`config.mk`:
```
export PLATFORM = sky130hd
export DESIGN_NAME = alu8_flagged
export DESIGN_NICKNAME = d
export VERILOG_FILES = /design/src/rtl/alu8_pkg.sv /design/src/rtl/alu8_addsub.sv /design/src/rtl/alu8_core.sv /design/src/rtl/alu8_flagreg.sv /design/src/rtl/alu8_flagged.sv
export SDC_FILE = /design/constraint.sdc
export NUM_CORES = 1
export LEC_CHECK = 0
export BUFFER_PORTS_ARGS = -buffer_cell sky130_fd_sc_hd__buf_2
export CAP_MARGIN = 20
export CORE_ASPECT_RATIO = 0.75
export CORE_MARGIN = 3
export CORE_UTILIZATION = 45
export CTS_CLUSTER_SIZE = 8
export DETAILED_ROUTE_END_ITERATION = 12
export GPL_ROUTABILITY_DRIVEN = 0
export PLACE_DENSITY = 0.76
export SKIP_LAST_GASP = 1
export SYNTH_ARGS = -nofsm -noshare
export SYNTH_HDL_FRONTEND = slang
export SYNTH_SLANG_ARGS = --single-unit
```
`constraint.sdc`:
```
create_clock -name clk -period 10.3 [get_ports clk]
set_input_delay 1.03 -clock clk [delete_from_list [all_inputs] [get_ports clk]]
set_output_delay 1.03 -clock clk [all_outputs]
set_load 0.01 [all_outputs]
```
`src/rtl/alu8_pkg.sv`:
```
package alu8_pkg;
  localparam int FLAG_N = 6;

  // operation codes
  localparam logic [3:0] OP_ADD = 4'd0;
  localparam logic [3:0] OP_ADC = 4'd1;
  localparam logic [3:0] OP_SUB = 4'd2;
  localparam logic [3:0] OP_SBC = 4'd3;
  localparam logic [3:0] OP_AND = 4'd4;
  localparam logic [3:0] OP_OR  = 4'd5;
  localparam logic [3:0] OP_XOR = 4'd6;
  localparam logic [3:0] OP_COM = 4'd7;
  localparam logic [3:0] OP_NEG = 4'd8;
  localparam logic [3:0] OP_INC = 4'd9;
  localparam logic [3:0] OP_DEC = 4'd10;
  localparam logic [3:0] OP_CMP = 4'd11;
  localparam logic [3:0] OP_CPC = 4'd12;

  // packed: c is bit 0, h is bit 5
  typedef struct packed {
    logic h;
    logic s;
    logic v;
    logic n;
    logic z;
    logic c;
  } flags_t;

  localparam flags_t MASK_ALL   = flags_t'(6'b111111);
  localparam flags_t MASK_ZCNVS = flags_t'(6'b011111);
  localparam flags_t MASK_ZNVS  = flags_t'(6'b011110);
  localparam flags_t MASK_NONE  = flags_t'(6'b000000);
endpackage

```
`src/rtl/alu8_addsub.sv`:
```
module alu8_addsub #(
  parameter int W  = 8,
  parameter int HB = 4
) (
  input  logic [W-1:0] x,
  input  logic [W-1:0] y,
  input  logic         cin,
  input  logic         sub,
  output logic [W-1:0] sum,
  output logic         co,
  output logic         hc,
  output logic         ov
);
  logic [W:0]  wide;
  logic [HB:0] low;

  always_comb begin
    if (sub) begin
      wide = {1'b0, x} - {1'b0, y} - {{W{1'b0}}, cin};
      low  = {1'b0, x[HB-1:0]} - {1'b0, y[HB-1:0]} - {{HB{1'b0}}, cin};
    end else begin
      wide = {1'b0, x} + {1'b0, y} + {{W{1'b0}}, cin};
      low  = {1'b0, x[HB-1:0]} + {1'b0, y[HB-1:0]} + {{HB{1'b0}}, cin};
    end
    sum = wide[W-1:0];
    co  = wide[W];
    hc  = low[HB];
    if (sub) ov = (x[W-1] != y[W-1]) && (wide[W-1] != x[W-1]);
    else     ov = (x[W-1] == y[W-1]) && (wide[W-1] != x[W-1]);
  end
endmodule

```
`src/rtl/alu8_core.sv`:
```
module alu8_core
  import alu8_pkg::*;
#(
  parameter int W  = 8,
  parameter int HB = 4
) (
  input  logic [3:0]   op,
  input  logic [W-1:0] a,
  input  logic [W-1:0] b,
  input  logic         cur_c,
  input  logic         cur_z,
  output logic [W-1:0] res,
  output flags_t       nxt,
  output flags_t       upd,
  output logic         wr
);
  localparam logic [W-1:0] ONE = W'(1);

  logic [W-1:0] x, y, sum;
  logic         cin, sub, co, hc, ov, zero;

  // operand routing into the shared adder/subtractor
  always_comb begin
    x   = a;
    y   = b;
    cin = 1'b0;
    sub = 1'b0;
    case (op)
      OP_ADC:         cin = cur_c;
      OP_SUB, OP_CMP: sub = 1'b1;
      OP_SBC, OP_CPC: begin sub = 1'b1; cin = cur_c; end
      OP_NEG:         begin x = '0; y = a; sub = 1'b1; end
      OP_INC:         y = ONE;
      OP_DEC:         begin y = ONE; sub = 1'b1; end
      default:        ;
    endcase
  end

  alu8_addsub #(.W(W), .HB(HB)) i_addsub (
    .x(x), .y(y), .cin(cin), .sub(sub),
    .sum(sum), .co(co), .hc(hc), .ov(ov)
  );

  // result, write strobe and per-op flag group
  always_comb begin
    res   = sum;
    wr    = 1'b1;
    upd   = MASK_ALL;
    nxt.c = co;
    nxt.h = hc;
    nxt.v = ov;
    case (op)
      OP_ADD, OP_ADC, OP_SUB, OP_SBC, OP_NEG: ;
      OP_CMP, OP_CPC: wr = 1'b0;
      OP_AND: begin res = a & b; upd = MASK_ZNVS; nxt.v = 1'b0; end
      OP_OR:  begin res = a | b; upd = MASK_ZNVS; nxt.v = 1'b0; end
      OP_XOR: begin res = a ^ b; upd = MASK_ZNVS; nxt.v = 1'b0; end
      OP_COM: begin
        res   = ~a;
        upd   = MASK_ZCNVS;
        nxt.c = 1'b1;
        nxt.v = 1'b0;
      end
      OP_INC, OP_DEC: upd = MASK_ZNVS;
      default: begin res = '0; wr = 1'b0; upd = MASK_NONE; end
    endcase
    zero  = (res == '0);
    nxt.n = res[W-1];
    nxt.s = nxt.n ^ nxt.v;
    if (op == OP_SBC || op == OP_CPC) nxt.z = zero & cur_z;
    else                              nxt.z = zero;
  end
endmodule

```
`src/rtl/alu8_flagreg.sv`:
```
module alu8_flagreg #(
  parameter int NF = 6
) (
  input  logic          clk,
  input  logic          rst,
  input  logic          en,
  input  logic [NF-1:0] d,
  input  logic [NF-1:0] mask,
  output logic [NF-1:0] q
);
  always_ff @(posedge clk) begin
    if (rst)     q <= '0;
    else if (en) q <= (d & mask) | (q & ~mask);
  end

  assert_reset_clear_R1: assert property (@(posedge clk) rst |=> (q == '0))
    else $error("flag word not cleared by reset");

  assert_idle_hold_R11: assert property (@(posedge clk) disable iff (rst)
    !en |=> $stable(q))
    else $error("flags changed without an update");
endmodule

```
`src/rtl/alu8_flagged.sv`:
```
module alu8_flagged
  import alu8_pkg::*;
#(
  parameter int W  = 8,
  parameter int HB = 4
) (
  input  logic         clk,
  input  logic         rst,
  input  logic         op_en,
  input  logic [3:0]   op_sel,
  input  logic [W-1:0] opd_a,
  input  logic [W-1:0] opd_b,
  output logic [W-1:0] result_o,
  output logic         wr_en_o,
  output logic [FLAG_N-1:0] flags_o
);
  flags_t flags_q, nxt, upd;
  logic [FLAG_N-1:0] q_raw;

  alu8_core #(.W(W), .HB(HB)) i_core (
    .op(op_sel), .a(opd_a), .b(opd_b),
    .cur_c(flags_q.c), .cur_z(flags_q.z),
    .res(result_o), .nxt(nxt), .upd(upd), .wr(wr_en_o)
  );

  alu8_flagreg #(.NF(FLAG_N)) i_flagreg (
    .clk(clk), .rst(rst), .en(op_en),
    .d(nxt), .mask(upd), .q(q_raw)
  );

  assign flags_q = flags_t'(q_raw);
  assign flags_o = q_raw;

  assert_sign_parity_R10: assert property (@(posedge clk) disable iff (rst)
    flags_q.s == (flags_q.n ^ flags_q.v))
    else $error("S differs from N xor V");

  assert_sticky_zero_R4: assert property (@(posedge clk) disable iff (rst)
    (op_en && (op_sel == OP_SBC || op_sel == OP_CPC) && !flags_q.z) |=> !flags_q.z)
    else $error("chained op set Z again");

  assert_logic_keeps_ch_R5: assert property (@(posedge clk) disable iff (rst)
    (op_en && (op_sel == OP_AND || op_sel == OP_OR || op_sel == OP_XOR))
    |=> (flags_q.c == $past(flags_q.c) && flags_q.h == $past(flags_q.h) && !flags_q.v))
    else $error("logic op disturbed C/H or left V set");

  assert_com_forces_c_R6: assert property (@(posedge clk) disable iff (rst)
    (op_en && op_sel == OP_COM) |=> (flags_q.c && flags_q.h == $past(flags_q.h)))
    else $error("complement did not set C or changed H");

  assert_incdec_keeps_ch_R8: assert property (@(posedge clk) disable iff (rst)
    (op_en && (op_sel == OP_INC || op_sel == OP_DEC))
    |=> (flags_q.c == $past(flags_q.c) && flags_q.h == $past(flags_q.h)))
    else $error("increment/decrement disturbed C/H");
endmodule

```
==> results of run 1 <==
layout make-up:
cell class	instances	area, sq um	area share
Inverter	43	161	0.0708
Timing Repair Buffer	37	185	0.0812
Clock buffer	3	41.3	0.0181
Multi-Input combinational cell	210	1700	0.747
Sequential cell	6	120	0.0527
Tap cell	55	68.8	0.0302
layout by cell type (no fill, tap or decap), drive strengths merged, types with 3 or more instances in the layout:
cell,instances
nor3,3
xnor2,4
xor2,5
mux2i,8
buf,37
a221o,3
clkbuf,3
o21ai,15
o31ai,5
nand3,4
o211ai,3
mux4,5
nand2b,4
dfxtp,6
nand2,16
a211o,3
a21oi,20
fa,4
a21o,3
ha,35
nor2,22
nor2b,10
o22ai,10
inv,43
report_power, final:
group	switching, mW	internal, mW	total (mW)
combinational	0.0777	0.0588	0.136
sequential	0.00116	0.0254	0.0266
clock	0.00935	0.0250	0.0344
total	0.0882	0.109	0.197
metrics by stage:
stage	cell area [sq um]	instances	worst slack [ns]
final	2280	354	4.45
after global routing	2280	354	4.13
after CTS	2280	354	4.52
after detailed placement	2240	351	4.55
after global placement	2240	351	4.75
after floorplan	2060	272	5.30
worst min path at each step:
stage / startpoint / end / slack [ns] / cells past startpoint
detailed placement: flip-flop / flip-flop / 0.46 / 2
CTS: flip-flop / flip-flop / 0.46 / 2
floorplan: flip-flop / flip-flop / 0.47 / 2
global route: flip-flop / flip-flop / 0.48 / 2
finish: flip-flop / flip-flop / 0.46 / 2
global placement: flip-flop / flip-flop / 0.44 / 2
cells by family (layout without fill, tap and decap cells):
logic type | Yosys count | in the layout
compound gates | 75 | 75
fa+ha+maj | 39 | 39
xor+xnor | 10 | 10
simple gates | 73 | 73
mux | 13 | 13
buf+inv | 56 | 83
flops | 6 | 6
worst register-to-register path, stage by stage, from the launching register on:
cell and delay [ns]:
dfxtp_1 0.33, nand2_1 0.11, inv_1 0.06, fa_1 0.42, fa_1 0.54, nor2b_1 0.05, o31ai_1 0.26, or4b_1 0.50
a211o_1 0.27, or4_1 0.46, o31ai_2 0.20
layer usage:
layer | part of all wire | up-vias | global-route usage
li1 | - | 1017 | -
met2 | 0.42 | 104 | 0.302
met5 | 0 | - | 0
met1 | 0.46 | 924 | 0.277
met4 | 0.011 | 0 | 0.0482
met3 | 0.10 | 6 | 0.0203
==> metrics, run 1 <==
status=complete, no violations; Worst-Margin Slew=0.666 ns; Max Buffers Root-to-Sink=2; CP top delay family=compound AO/OA/AOI/OAI gates; Die Y=roughly 65 um; worst reg2reg setup slack=7.02 ns; Post-Syn Area=2060 sq um; Rel. slew slack=0.544; Hold Crit Class=flip-flop to flip-flop; Crit. Startpoint=op_sel[1]; worst setup path class=input port to output pin; fin crit period=5.85 ns; initial drt markers=204; Synth Flop Type=dfxtp_1; core footprint=4230 sq um; vias in the first global route=1880; Worst path slowest cell=a2111oi_0; Worst-path clk slew=0.03 ns; number of synthesized flops with an enable pin=0; Synth Warn #=0; crit share post-route=0.568; CP endpoint kind=output pin; worst endpoint required time=9.27 ns; top cells by area, synth=ha_1 (21%), inv_1 (7.8%), dfxtp_1 (5.8%), a21oi_1 (4.9%), nor2_1 (4.0%); LEAKAGE=1.17 nW; CTS tree=built; Async S/R FF share, synth=0; Final nets=363; sum of negative setup slack=0 ns; Stages on worst setup path=11; Layout area overhead=10.8%; Max rail drop VDD=0.0825 mV; initial antenna violation count=0; FMAX=171 MHz; Mapped Cells=272; number of I/O pins=38; most frequent cells after synthesis=inv_1 (43), ha_1 (35), nor2_1 (22), a21oi_1 (20), nand2_1 (16); Critical Path, Cell by Cell=buf_2 -> nor3b_1 -> nand2b_1 -> o22ai_1 -> ha_1 -> ha_1 -> a2111oi_0 -> or3_1 -> a21oi_1 -> a221o_1 -> buf_2; XOR/XNOR Fraction of Synth Area=0.0492; Synthesized Nets=between 300 and 400; post-synthesis sequential area ratio=0.0584; CTS root buf=clkbuf_8; Hold Buf Count CTS=0; grt ovf=0; Fillers=between 400 and 500; global-route wire length before repair=8.73 mm; CTS Buf Count=3; Worst Path Arrival=about 4.8 ns; die area=roughly 5400 sq um; n_diodes=0; Power Density=86.6 nW/um^2; largest family of logic cells by synthesized area=adder cells; adder and majority gate portion of the synthesized area=0.252; Seq cells post-synth=6; layout cell share with drive strength beyond 1=0.161; Worst Skew=0.00219 ns; Die Width=84.1 um; WL/cell=14.5 um; Skew-Pair Late Insertion Delay=0.22 ns; final hold slack=0.462 ns; maximum fanout along the worst path=24; Vias/cell=5.79; ANT nets after route=0; Max Cap Violations=0; crit path launch type=input port; max incr delay on CP=~0.63 ns; RSZ-0062 raised after global routing=false; R2R depth=10; Layout Utilization=0.539; leading area contributor after synthesis=ha_1; post-synthesis mux area share=0.0973; Total Wirelength=5.14 mm; total power=197 uW; DP Wirelength=about 4.3 mm; Buf/Inv on CP=2; Final Slew Violations=0; htree depth=1; Clock Sinks=6; synth unique cells=52; crit path capture=result_o[6]; post_cts resized=0; num rows=20; post-CTS setup buffers=0; top-area cell type share of the netlist area=0.213; pin count of the biggest net entering global routing=25; initial core utilization=0.487; most frequent cell after synthesis=inv_1; post-synthesis compound-gate area fraction=0.240; Post-Synth Simple-Gate Area=0.190; Avg Cell Area, Syn=about 7.6 sq um; via count=2051; GRT Overall Usage=0.191; drt drc=0; iteration count of the initial detailed-routing pass=4; I/O Buffers=37; # setup viols final=0; Hold Vio Cnt, Final=0
Note: power is estimated with default switching activity, not from simulation.
==> run 2, diff against run 1 <==
--- a/config.mk
+++ b/config.mk
@@ -13,7 +13,7 @@
 export CTS_CLUSTER_SIZE = 8
 export DETAILED_ROUTE_END_ITERATION = 12
 export GPL_ROUTABILITY_DRIVEN = 0
-export PLACE_DENSITY = 0.76
+export PLACE_DENSITY = 0.78
 export SKIP_LAST_GASP = 1
 export SYNTH_ARGS = -nofsm -noshare
 export SYNTH_HDL_FRONTEND = slang
==> constraint.sdc (replaced) <==
create_clock -name clk -period 5 [get_ports clk]
set_input_delay 0.5 -clock clk [delete_from_list [all_inputs] [get_ports clk]]
set_output_delay 0.5 -clock clk [all_outputs]
set_load 0.01 [all_outputs]
==> metrics, run 2 (synthesis gave the netlist of run 1 again) <==
Skew-Pair Late Insertion Delay=0.22 ns (about the same); die area=5430 sq um (unchanged); crit share post-route=0.875; Worst path slowest cell=a2111oi_0; LEAKAGE=1.18 nW (+0.92%); htree depth=1 (unchanged); post-route cell area=2300 sq um (+0.66%); Hold Vio Cnt, Final=0 (unchanged); CTS tree=built; GRT Overall Usage=0.191 (about the same); post_cts resized=0 (unchanged); CTS root buf=clkbuf_8; crit path capture=result_o[6]; Worst Path Arrival=3.88 ns (-0.94 ns); Max Buffers Root-to-Sink=2 (unchanged); commonest non-fill, non-tap cell in the layout=inv_1; Final nets=365 (+0.55%); global-route wire length before repair=8.69 mm (-0.47%); RSZ-0062 raised after global routing=false; Vias/cell=5.74 (-1.0%); CP endpoint kind=output pin; initial antenna violation count=0 (unchanged); Rel. slew slack=0.508 (-0.0358); Worst-path clk slew=0.03 ns (about the same); Layout Utilization=0.543 (+0.00355); DP Wirelength=4.21 mm (-1.9%); Critical Path, Cell by Cell=buf_2 -> nor3b_1 -> nand2b_1 -> o22ai_1 -> ha_1 -> ha_1 -> a2111oi_0 -> or3_1 -> a21oi_1 -> a221o_1 -> buf_2; Crit. Startpoint=op_sel[1]; fin crit period=4.38 ns; iteration count of the initial detailed-routing pass=4 (unchanged); Die Y=64.6 um (unchanged); worst setup path class=input port to output pin; ANT nets after route=0 (unchanged); placed cell areas=2250 sq um (+0.67%); number of I/O pins=38 (unchanged); CTS Buf Count=3 (unchanged); # setup viols final=0 (unchanged); drt drc=0 (unchanged); commonest cells after routing, fill and taps aside=inv_1 (43), buf_2 (37), ha_1 (35); total power=405 uW (+110%); Final Slew Violations=0 (unchanged); core footprint=4230 sq um (unchanged); grt ovf=0 (unchanged); FMAX=roughly 230 MHz; Worst-Margin Slew=0.719 ns (+0.0523 ns); Total Wirelength=5.11 mm (-0.64%); Max rail drop VDD=0.201 mV (+140%); status=complete, no violations; Clock Sinks=6 (unchanged); via count=2042 (-0.44%); Layout area overhead=11.6%; R2R depth=10 (unchanged); Worst Skew=0.000914 ns (-0.00127 ns); WL/cell=14.4 um (-1.2%); max incr delay on CP=0.65 ns (+0.02 ns); Hold Buf Count CTS=0 (unchanged); Max Cap Violations=0 (unchanged); layout cell share with drive strength beyond 1=0.166 (+0.00558); I/O Buffers=37 (unchanged); num rows=20 (unchanged); vias in the first global route=1825 (-2.9%); Power Density=176 nW/um^2 (+100%); initial core utilization=0.487 (unchanged); Hold Crit Class=flip-flop to flip-flop; crit path launch type=input port; maximum fanout along the worst path=24 (unchanged); initial drt markers=141 (-31%); post-CTS setup buffers=0 (unchanged); pin count of the biggest net entering global routing=25 (unchanged); sum of negative setup slack=0 ns (unchanged); n_diodes=0 (unchanged); Die Width=84.1 um (unchanged); worst reg2reg setup slack=1.73 ns (-5.29 ns); worst endpoint required time=4.50 ns (-4.77 ns)
run 2: cell types whose count changed in the layout (fill, tap and decap cells not counted):
cell	change
buf_4	+2
run 2: per-stage QoR:
stage          cells  setup slack (ns)  hold slack (ns)
2_1_floorplan    272             0.870            0.470
3_3_place_gp     353             0.651            0.445
3_5_place_dp     353             0.479            0.455
4_1_cts          356             0.697            0.459
5_1_grt          356             0.279            0.476
6_report         356             0.623            0.459
run 2: worst min-delay path by stage:
| stage | start | end | slack, ns | depth (start not counted) |
|---|---|---|---|---|
| final | flip-flop | flip-flop | 0.46 | 2 |
| after detailed placement | flip-flop | flip-flop | 0.46 | 2 |
| after global routing | flip-flop | flip-flop | 0.48 | 2 |
| after global placement | flip-flop | flip-flop | 0.44 | 2 |
| after floorplan | flip-flop | flip-flop | 0.47 | 2 |
| after CTS | flip-flop | flip-flop | 0.46 | 2 |
run 2: final cells by class:
cell class	count	area [sq um]
repair buffers	39	200
fillers	427	1930
inverters	43	161
clock buffers	3	41.3
multi-input cells	210	1700
flip-flops and latches	6	120
well taps	55	68.8
run 2: power by group:
group          switching (mW)  internal [mW]
sequential            0.00259         0.0524
combinational           0.159          0.121
clock                  0.0179         0.0515
run 2: worst max-delay path: cells and delay by family:
kind / cells / cell delay [ns]
compound gates: 4 / 1.33
fa+ha+maj: 2 / 0.71
buf+inv: 2 / 0.44
simple gates: 3 / 0.87
run 2: routing by layer:
metal,track usage,part of all wire
met1,0.279,0.49
met2,0.296,0.42
met3,0.0267,0.091
met4,0.0442,0.0082
met5,0,0
==> run 3, diff against run 2 <==
--- a/config.mk
+++ b/config.mk
@@ -9,11 +9,11 @@
 export CAP_MARGIN = 20
 export CORE_ASPECT_RATIO = 0.75
 export CORE_MARGIN = 3
-export CORE_UTILIZATION = 45
+export CORE_UTILIZATION = 50
 export CTS_CLUSTER_SIZE = 8
 export DETAILED_ROUTE_END_ITERATION = 12
 export GPL_ROUTABILITY_DRIVEN = 0
-export PLACE_DENSITY = 0.78
+export PLACE_DENSITY = 0.85
 export SKIP_LAST_GASP = 1
 export SYNTH_ARGS = -nofsm -noshare
 export SYNTH_HDL_FRONTEND = slang
==> metrics, run 3 (synthesis gave the netlist of run 1 again) <==
Max rail drop VDD=0.125 mV (-38%); final hold slack=0.454 ns (-0.00425 ns); iteration count of the initial detailed-routing pass=5 (+1); initial core utilization=0.541 (+0.0544); Die Width=80.1 um (-4.8%); core footprint=3800 sq um (-10%); Register Area=120 sq um (unchanged); die area=4930 sq um (-9.2%); vias in the first global route=1846 (+1.2%); Worst Path Arrival=3.89 ns (about the same); CTS Buf Count=3 (unchanged); Critical Path, Cell by Cell=buf_2 -> nor3b_1 -> nand2b_1 -> o22ai_1 -> ha_1 -> ha_1 -> a2111oi_0 -> or3_1 -> a21oi_1 -> a221o_1 -> buf_2; htree depth=1 (unchanged); maximum fanout along the worst path=24 (unchanged); commonest cells after routing, fill and taps aside=inv_1 (43), buf_2 (37), ha_1 (35); Hold Buf Count CTS=0 (unchanged); GRT Overall Usage=0.216 (+0.0249); global-route wire length before repair=8.54 mm (-1.7%); fin crit period=4.39 ns (+0.00885 ns); worst reg2reg setup slack=1.70 ns (-0.03 ns); I/O Buffers=37 (unchanged); Rel. slew slack=0.528 (+0.0197); pin count of the biggest net entering global routing=25 (unchanged); post_cts resized=0 (unchanged); CTS root buf=clkbuf_8; placed insts=350 (-0.85%); status=complete, no violations; Die Y=61.6 um (-4.7%); max incr delay on CP=0.65 ns (about the same); Post-Layout Cell Count=353 (-0.84%); Gate power share=0.691 (-0.002); Skew-Pair Late Insertion Delay=0.22 ns (about the same); Max Cap Violations=0 (unchanged); via count=2047 (+0.24%); Clock Sinks=6 (unchanged); ANT nets after route=0 (unchanged); Hold Crit Class=flip-flop to flip-flop; RSZ-0062 raised after global routing=false; Worst-Margin Slew=0.690 ns (-0.0289 ns); Final Slew Violations=0 (unchanged); # setup viols final=0 (unchanged); grt ovf=0 (unchanged); drt drc=0 (unchanged); sw frac=0.444 (about the same); Final nets=365 (unchanged); worst setup path class=input port to output pin; DP Wirelength=4.15 mm (-1.3%); Cell Int Power=225 uW (about the same); Fillers=343 (-20%); FMAX=228 MHz (-0.20%); crit share post-route=0.877 (+0.00177); Clk network pwr share=0.173 (+0.002); Max Buffers Root-to-Sink=2 (unchanged); Vias/cell=5.80 (+1.1%); Worst path slowest cell=a2111oi_0; Power Density=177 nW/um^2 (+0.13%); CTS tree=built; Worst Skew=0.00170 ns (+0.000787 ns); initial antenna violation count=0 (unchanged); part of the power in registers=0.135 (about the same); post-CTS setup buffers=0 (unchanged); worst endpoint required time=4.50 ns (about the same); Worst-path clk slew=0.03 ns (about the same); CP top delay family=compound AO/OA/AOI/OAI gates; num rows=19 (-5.0%); initial drt markers=195 (+38%); Hold Vio Cnt, Final=0 (unchanged); number of I/O pins=38 (unchanged); CP endpoint kind=output pin; n_diodes=0 (unchanged); WL/cell=14.2 um (-1.4%); P_sw=180 uW (about the same); LEAKAGE=1.18 nW (unchanged); crit path launch type=input port; commonest non-fill, non-tap cell in the layout=inv_1; Layout area overhead=11.4%; layout cell share with drive strength beyond 1=0.166 (unchanged); area of the multi-input gates=1700 sq um (unchanged); Buf/Inv on CP=2 (unchanged); Total Wirelength=5.00 mm (-2.2%); sum of negative setup slack=0 ns (unchanged)
==> run 3: cell counts in the layout (fill, tap and decap cells not counted) <==
Identical to the previous run, type by type.
==> run 3: worst paths after layout <==
| path | depth (start not counted) | from | to |
|---|---|---|---|
| setup / recovery | 11 | op_sel[1] | result_o[6] |
| hold / removal | 2 | flip-flop | flip-flop |
| setup reg to reg | 10 | flip-flop | flip-flop |
| hold reg to reg | 2 | flip-flop | flip-flop |
==> run 3: power by group through the flow <==
stage	clock network [mW]	logic [mW]	registers [mW]
2_1_floorplan	0	0.204	0.0568
3_3_place_gp	0	0.270	0.0554
3_5_place_dp	0	0.276	0.0555
4_1_cts	0.0721	0.277	0.0548
5_1_grt	0.0761	0.315	0.0552
6_report	0.0702	0.280	0.0548
==> run 3: tightest hold or removal path: cells and delay by family (launching register included) <==
kind | cells | cell delay [ns]
compound gates | 1 | 0.05
flops | 1 | 0.30
simple gates | 1 | 0.05
==> run 3: layer usage <==
metal  track usage  share of wire  vias to the layer above
li1              -              -                     1017
met1         0.305           0.45                      927
met2         0.362           0.43                       99
met3        0.0263           0.11                        4
met4        0.0386         0.0072                        0
met5             0              0                        -
==> run 3: area by class of cell <==
| type | count | share of cell area |
|---|---|---|
| inverters | 43 | 0.0704 |
| well taps | 52 | 0.0284 |
| flip-flops and latches | 6 | 0.0524 |
| multi-input cells | 210 | 0.743 |
| clock buffers | 3 | 0.0180 |
| repair buffers | 39 | 0.0873 |
==> run 3: stage by stage <==
stage	util	instance area, sq um	worst slack (ns)	power, mW
2_1_floorplan	-	2060	0.870	0.261
3_3_place_gp	0.592	2250	0.696	0.326
3_5_place_dp	0.592	2250	0.500	0.332
4_1_cts	0.603	2290	0.672	0.404
5_1_grt	0.603	2290	0.254	0.446
6_report	0.603	2290	0.614	0.405
